<file path="src/rtl/midi_port_pkg.sv">
package midi_port_pkg;
    localparam int BYTE_W = 8;
    localparam int STS_TX_BUSY = 6;
    localparam int STS_RX_NONE = 7;
    localparam logic [BYTE_W-1:0] CMD_UART  = 8'h3F;
    localparam logic [BYTE_W-1:0] CMD_RESET = 8'hFF;
    localparam logic [BYTE_W-1:0] ACK_CODE  = 8'hFE;

    typedef enum logic {
        MODE_SMART = 1'b0,
        MODE_UART  = 1'b1
    } mode_e;
endpackage

</file>
<file path="src/rtl/midi_cmd_fsm.sv">
module midi_cmd_fsm
    import midi_port_pkg::*;
(
    input  logic              clk,
    input  logic              rst_n,
    input  logic              cmd_we,
    input  logic [BYTE_W-1:0] cmd_byte,
    input  logic              resp_take,
    output logic              uart_on,
    output logic              resp_pend,
    output logic              flush
);
    mode_e state, state_nx;
    logic  resp_set;

    // State register
    always_ff @(posedge clk or negedge rst_n) begin
        if (!rst_n) state <= MODE_SMART;
        else        state <= state_nx;
    end

    // Transitions and outputs
    always_comb begin
        state_nx = state;
        resp_set = 1'b0;
        flush    = 1'b0;
        if (cmd_we) begin
            unique case (state)
                MODE_SMART: begin
                    resp_set = 1'b1;                 // ACK_ONLY, ENTER_UART, SOFT_RESET
                    if (cmd_byte == CMD_RESET)     flush = 1'b1;
                    else if (cmd_byte == CMD_UART) state_nx = MODE_UART;
                end
                MODE_UART: begin
                    if (cmd_byte == CMD_RESET) begin  // SOFT_RESET; others DROP
                        flush    = 1'b1;
                        resp_set = 1'b1;
                        state_nx = MODE_SMART;
                    end
                end
                default: state_nx = MODE_SMART;
            endcase
        end
    end

    // Single response slot; a new acknowledge lands on top of an unread one
    always_ff @(posedge clk or negedge rst_n) begin
        if (!rst_n)         resp_pend <= 1'b0;
        else if (resp_set)  resp_pend <= 1'b1;
        else if (resp_take) resp_pend <= 1'b0;
    end

    assign uart_on = (state == MODE_UART);

    p_uart_drop_r4: assert property (@(posedge clk) disable iff (!rst_n)
        (cmd_we && uart_on && cmd_byte != CMD_RESET && !resp_pend) |=> (!resp_pend && uart_on));
endmodule

</file>
<file path="src/rtl/midi_rd_path.sv">
module midi_rd_path
    import midi_port_pkg::*;
(
    input  logic              clk,
    input  logic              rst_n,
    input  logic              rd_strobe,
    input  logic              rd_addr,
    input  logic              uart_on,
    input  logic              resp_pend,
    input  logic              rx_valid,
    input  logic [BYTE_W-1:0] rx_data,
    input  logic              tx_ready,
    output logic              rx_pop,
    output logic              resp_take,
    output logic [BYTE_W-1:0] rdata
);
    logic [BYTE_W-1:0] status_byte, data_byte;
    logic              data_rd;

    assign data_rd   = rd_strobe && !rd_addr;
    assign resp_take = data_rd && resp_pend;
    assign rx_pop    = data_rd && uart_on && !resp_pend && rx_valid;

    always_comb begin
        status_byte = '0;
        status_byte[STS_TX_BUSY] = uart_on && !tx_ready;
        status_byte[STS_RX_NONE] = !(resp_pend || (uart_on && rx_valid));
    end

    always_comb begin
        if (resp_pend)                 data_byte = ACK_CODE;
        else if (uart_on && rx_valid)  data_byte = rx_data;
        else                           data_byte = ACK_CODE;
    end

    always_ff @(posedge clk or negedge rst_n) begin
        if (!rst_n)         rdata <= '0;
        else if (rd_strobe) rdata <= rd_addr ? status_byte : data_byte;
    end

    p_rdata_hold_r11: assert property (@(posedge clk) disable iff (!rst_n)
        !rd_strobe |=> $stable(rdata));
endmodule

</file>
<file path="src/rtl/midi_port_ctrl.sv">
module midi_port_ctrl
    import midi_port_pkg::*;
(
    input  logic              clk,
    input  logic              rst_n,
    input  logic              host_rd_en,
    input  logic              host_wr_en,
    input  logic              host_addr,
    input  logic [BYTE_W-1:0] host_wdata,
    output logic [BYTE_W-1:0] host_rdata,
    output logic              tx_valid,
    output logic [BYTE_W-1:0] tx_data,
    input  logic              tx_ready,
    input  logic              rx_valid,
    input  logic [BYTE_W-1:0] rx_data,
    output logic              rx_ready,
    output logic              midi_flush
);
    logic uart_on, resp_pend, resp_take;

    midi_cmd_fsm u_fsm (
        .clk       (clk),
        .rst_n     (rst_n),
        .cmd_we    (host_wr_en && host_addr),
        .cmd_byte  (host_wdata),
        .resp_take (resp_take),
        .uart_on   (uart_on),
        .resp_pend (resp_pend),
        .flush     (midi_flush)
    );

    midi_rd_path u_rd (
        .clk       (clk),
        .rst_n     (rst_n),
        .rd_strobe (host_rd_en),
        .rd_addr   (host_addr),
        .uart_on   (uart_on),
        .resp_pend (resp_pend),
        .rx_valid  (rx_valid),
        .rx_data   (rx_data),
        .tx_ready  (tx_ready),
        .rx_pop    (rx_ready),
        .resp_take (resp_take),
        .rdata     (host_rdata)
    );

    // Transmit path: data writes pass straight through in UART mode
    assign tx_valid = host_wr_en && !host_addr && uart_on;
    assign tx_data  = host_wdata;

    p_enter_uart_r2: assert property (@(posedge clk) disable iff (!rst_n)
        (host_wr_en && host_addr && host_wdata == CMD_UART && !uart_on) |=> (uart_on && resp_pend));
    p_soft_reset_r3: assert property (@(posedge clk) disable iff (!rst_n)
        midi_flush |=> (!uart_on && resp_pend));
    p_tx_quiet_r9: assert property (@(posedge clk) disable iff (!rst_n)
        !uart_on |-> !tx_valid);
    p_pop_on_data_read_r8: assert property (@(posedge clk) disable iff (!rst_n)
        rx_ready |-> (host_rd_en && !host_addr && rx_valid));
    p_status_keeps_slot_r8: assert property (@(posedge clk) disable iff (!rst_n)
        (host_rd_en && host_addr && !host_wr_en) |=> $stable(resp_pend));
endmodule

</file>
<file path="config.mk">
export PLATFORM = sky130hd
export DESIGN_NAME = midi_port_ctrl
export DESIGN_NICKNAME = d
export VERILOG_FILES = /design/src/rtl/midi_port_pkg.sv /design/src/rtl/midi_cmd_fsm.sv /design/src/rtl/midi_rd_path.sv /design/src/rtl/midi_port_ctrl.sv
export SDC_FILE = /design/constraint.sdc
export NUM_CORES = 1
export LEC_CHECK = 0
export BUFFER_PORTS_ARGS = -buffer_cell sky130_fd_sc_hd__buf_4
export CORE_UTILIZATION = 35
export CTS_CLUSTER_SIZE = 8
export DETAILED_ROUTE_END_ITERATION = 16
export GPL_TIMING_DRIVEN = 0
export PLACE_DENSITY = 0.7
export SYNTH_ARGS = -nofsm -noshare
export SYNTH_HDL_FRONTEND = slang
export SYNTH_SLANG_ARGS = --single-unit
</file>
<file path="constraint.sdc">
create_clock -name clk -period 1.8 [get_ports clk]
set_input_delay 0.27 -clock clk [delete_from_list [all_inputs] [get_ports clk]]
set_output_delay 0.27 -clock clk [all_outputs]
set_load 0.05 [all_outputs]
</file>
==> results by group <==
Floorplan
  • Initial core utilization: between 30% and 40%
  • Height of the die: ~43 um
  • Total core area: around 0.0016 mm^2
  • Number of cell rows: 14
  • Top-level port count: 42
  • Width of the die: approximately 43 um
  • Die area: about 0.0019 mm^2

Cells and area
  • Layout Cell Area excl Fill: a little under 0.001 mm^2
  • Net count, final: 131
  • Most frequent cells in the layout: 49 x buf_4, 10 x dfrtp_1, 8 x inv_1, 6 x a21o_1
  • Post-Layout Cell Count: between 100 and 150
  • Commonest non-fill, non-tap cell in the layout: buf_4
  • Antenna cells: 0
  • Final core utilization: 63.1%
  • Fraction of layout cells with a size suffix above 1: 58.9%
  • Layout-stage area growth over the synthesis result: 64.1%

Routing
  • First DRT Iteration DRCs: 10
  • Routed wire per std cell: between 10 and 15 um
  • Routed via count divided by cell count: roughly 5.1
  • Total length of routed wires: 1550 um
  • DRC violation count after routing: 3
  • Post-DRT Antenna Nets: 0
  • Number of vias after detailed routing: slightly above 600
  • Number of detailed-route iterations in the first pass: 9

STA
  • Final hold slack: 196 ps
  • Slew headroom: a little over four fifths
  • Minimum clock period: about 1700 ps
  • Max frequency: 606 MHz
  • Final clock period utilization by the worst path: 91.7%
  • Final-report hold violation count: 0
  • Total Neg Setup Slack: 0 ps
  • Slew @ Worst Pin: about 230 ps
  • Setup violators final: 0
  • Max-slew violation count: 0
  • Final clock skew: around 3.2 ps
  • RSZ-0062 raised after global routing: false

Place
  • Number of cells in the design after placement: roughly 120
  • Weighted congestion reported at the end of routability-driven placement: 0.766
  • Placement-stage cell area: about 940 um^2
  • Sum of net half-perimeters after detailed placement: roughly 1200 um
  • Number of input and output port buffers inserted: a little over 40

Synth
  • Most area-consuming cells after synthesis: dfrtp_1 42%, buf_4 10%, a21o_1 7.5%, inv_1 5.0%, a211oi_2 4.2%
  • Number of storage elements in the synthesis netlist: 10
  • Share of synthesized area occupied by flip-flops and latches: between 40% and 50%
  • Share of Yosys cell area claimed by the top area cell type: about two fifths
  • Mean post-synth cell area: 9.83 um^2
  • Post-synth design cell area: roughly 600 um^2
  • Synth unique cells: 23
  • Ys Warns: 0
  • Count of mapped cells out of synthesis: ~60
  • Post-synthesis net count: 84
  • Post-synthesis cell type with the largest combined area: dfrtp_1

CTS
  • CTS Buf Count: 3
  • Cell at the root of the clock tree: clkbuf_4
  • Number of post-CTS setup repair buffers: 0
  • Clock tree buffer depth: 2
  • Clock insertion delay at the later pin of the skew report: 260 ps
  • Clock edge transition at the registers on the reported setup and hold paths: around 70 ps
  • TritonCTS clock tree: yes
  • TritonCTS sink count: 10
  • H-tree lvl count: 1

Worst setup path
  • Origin of the critical flop-to-flop path: u_fsm.uart_on$_DFFE_PN0P_
  • Crit. End Element: output pin
  • Critical path required time: around 1500 ps
  • Startpoint Class: flip-flop
  • Number of cells traversed by the worst register-to-register path: 4
  • Critical path launch point: u_fsm.uart_on$_DFFE_PN0P_
  • Worst EP arrival: approximately 1400 ps
  • Kind of critical path: reg -> out
  • Endpoint of the worst-slack reg-to-reg timing path: u_rd.rdata[3]$_DFFE_PN0P_
  • Register-to-register path setup slack: 610 ps
  • Endpoint of the most critical setup path: rx_ready
  • Critical path peak fanout: 8

Outcome
  • Result of the run: complete, but fails checks
  • Violated checks: DRC

Power and ir drop
  • Switching part of the total power: between 30% and 40%
  • Switching power: around 0.23 mW
  • VDD IR max: around 0.39 mV
  • Gate power share: about a third
  • Pwr per Cell Area: roughly 700 mW/mm^2
  • Clock network fraction of design power: 29.6%
  • Internal portion of total power: 0.460 mW
  • Proportion of power drawn by flip-flops and latches: between 30% and 40%
  • Leakage power: around 0.54 nW

Hold path
  • Kind of path behind the tightest hold check: in -> reg

Flow run
  • Max-capacitance violation count: 0

GRT
  • Global-route wire length before repair: 2480 um
  • Total global routing overflow: 0
  • Largest net degree at the start of global routing: 11
  • Initial antenna violation count: 0
  • Global routing usage summed across all routing layers: 17.6%
  • Vias in the first global route: 611
==> power by group through the flow <==
stage	registers, mW	clock network (mW)	logic, mW
floorplan	0.308	0	0.0872
global placement	0.256	0	0.228
detailed placement	0.258	0	0.232
CTS	0.254	0.210	0.234
global route	0.256	0.217	0.246
finish	0.253	0.204	0.233
==> kinds of logic after synthesis <==
logic type,after synthesis,share of synthesized area [%]
and+or+nand+nor,12,11.3
buffers and inverters,19,18.6
AOI/OAI and AO/OA,20,28.4
DFF,10,41.8
==> cell usage after synthesis <==
library cell,count
dfrtp_1,10
buf_4,8
inv_1,8
a21o_1,6
a211oi_1,3
nor2_1,3
a211oi_2,2
a31oi_1,2
buf_2,2
nand4_1,2
nor3_1,2
o21bai_1,2
a21o_2,1
a221oi_2,1
a2bb2oi_1,1
a32o_1,1
and2_2,1
and3b_1,1
buf_6,1
nand2_1,1
nand2b_1,1
nor3b_1,1
o31ai_1,1
==> timing repair <==
item / in CTS / in global routing
endpoints found under the hold margin: 10 / 0
hold buffers: 1 / 0
gates resized for setup: 0 / 0
==> metrics by stage <==
stage               setup slack (ps)  total power, mW
floorplan                        388            0.396
global placement                 393            0.485
detailed placement               371            0.489
CTS                              141            0.697
global route                     106            0.719
finish                           149            0.690
==> layout make-up <==
class	instances	area, um^2
well taps	16	20.0
multi-input cells	32	248
flip-flops and latches	10	250
clock buffers	4	36.3
repair buffers	42	318
fillers	148	576
inverters	8	30.0
plain buffers	11	81.3
==> layer usage <==
metal / GRT usage (%) / vias to the layer above / part of all wire (%)
li1: - / 302 / -
met1: 19.6 / 287 / 40
met2: 33.6 / 33 / 52
met3: 2.92 / 0 / 8.3
met4: 5.63 / 0 / 0
met5: 0 / - / 0
==> worst max-delay path: stages (launching register included) <==
cell     delay, ps
dfrtp_1        440
and3b_1        200
buf_6          130
and2_2         160
buf_4          180
==> sequential cells by signal, summed over array words and instances (netlist names) <==
| name | flops |
|---|---|
| u_rd.rdata | 8 |
| u_fsm.resp_pend | 1 |
| u_fsm.uart_on | 1 |
==> worst min path at each step <==
stage	start	slack, ps	cells after the start	to
2_1_floorplan	rst_n	-30	0	u_fsm.resp_pend$_DFFE_PN0P_
3_3_place_gp	rst_n	110	1	u_rd.rdata[4]$_DFFE_PN0P_
3_5_place_dp	rst_n	110	1	u_rd.rdata[4]$_DFFE_PN0P_
4_1_cts	host_wdata[7]	180	2	u_fsm.uart_on$_DFFE_PN0P_
5_1_grt	host_wdata[7]	200	2	u_fsm.uart_on$_DFFE_PN0P_
6_report	host_wdata[7]	200	2	u_fsm.uart_on$_DFFE_PN0P_
No activity file was read; power rests on OpenSTA's default activity.
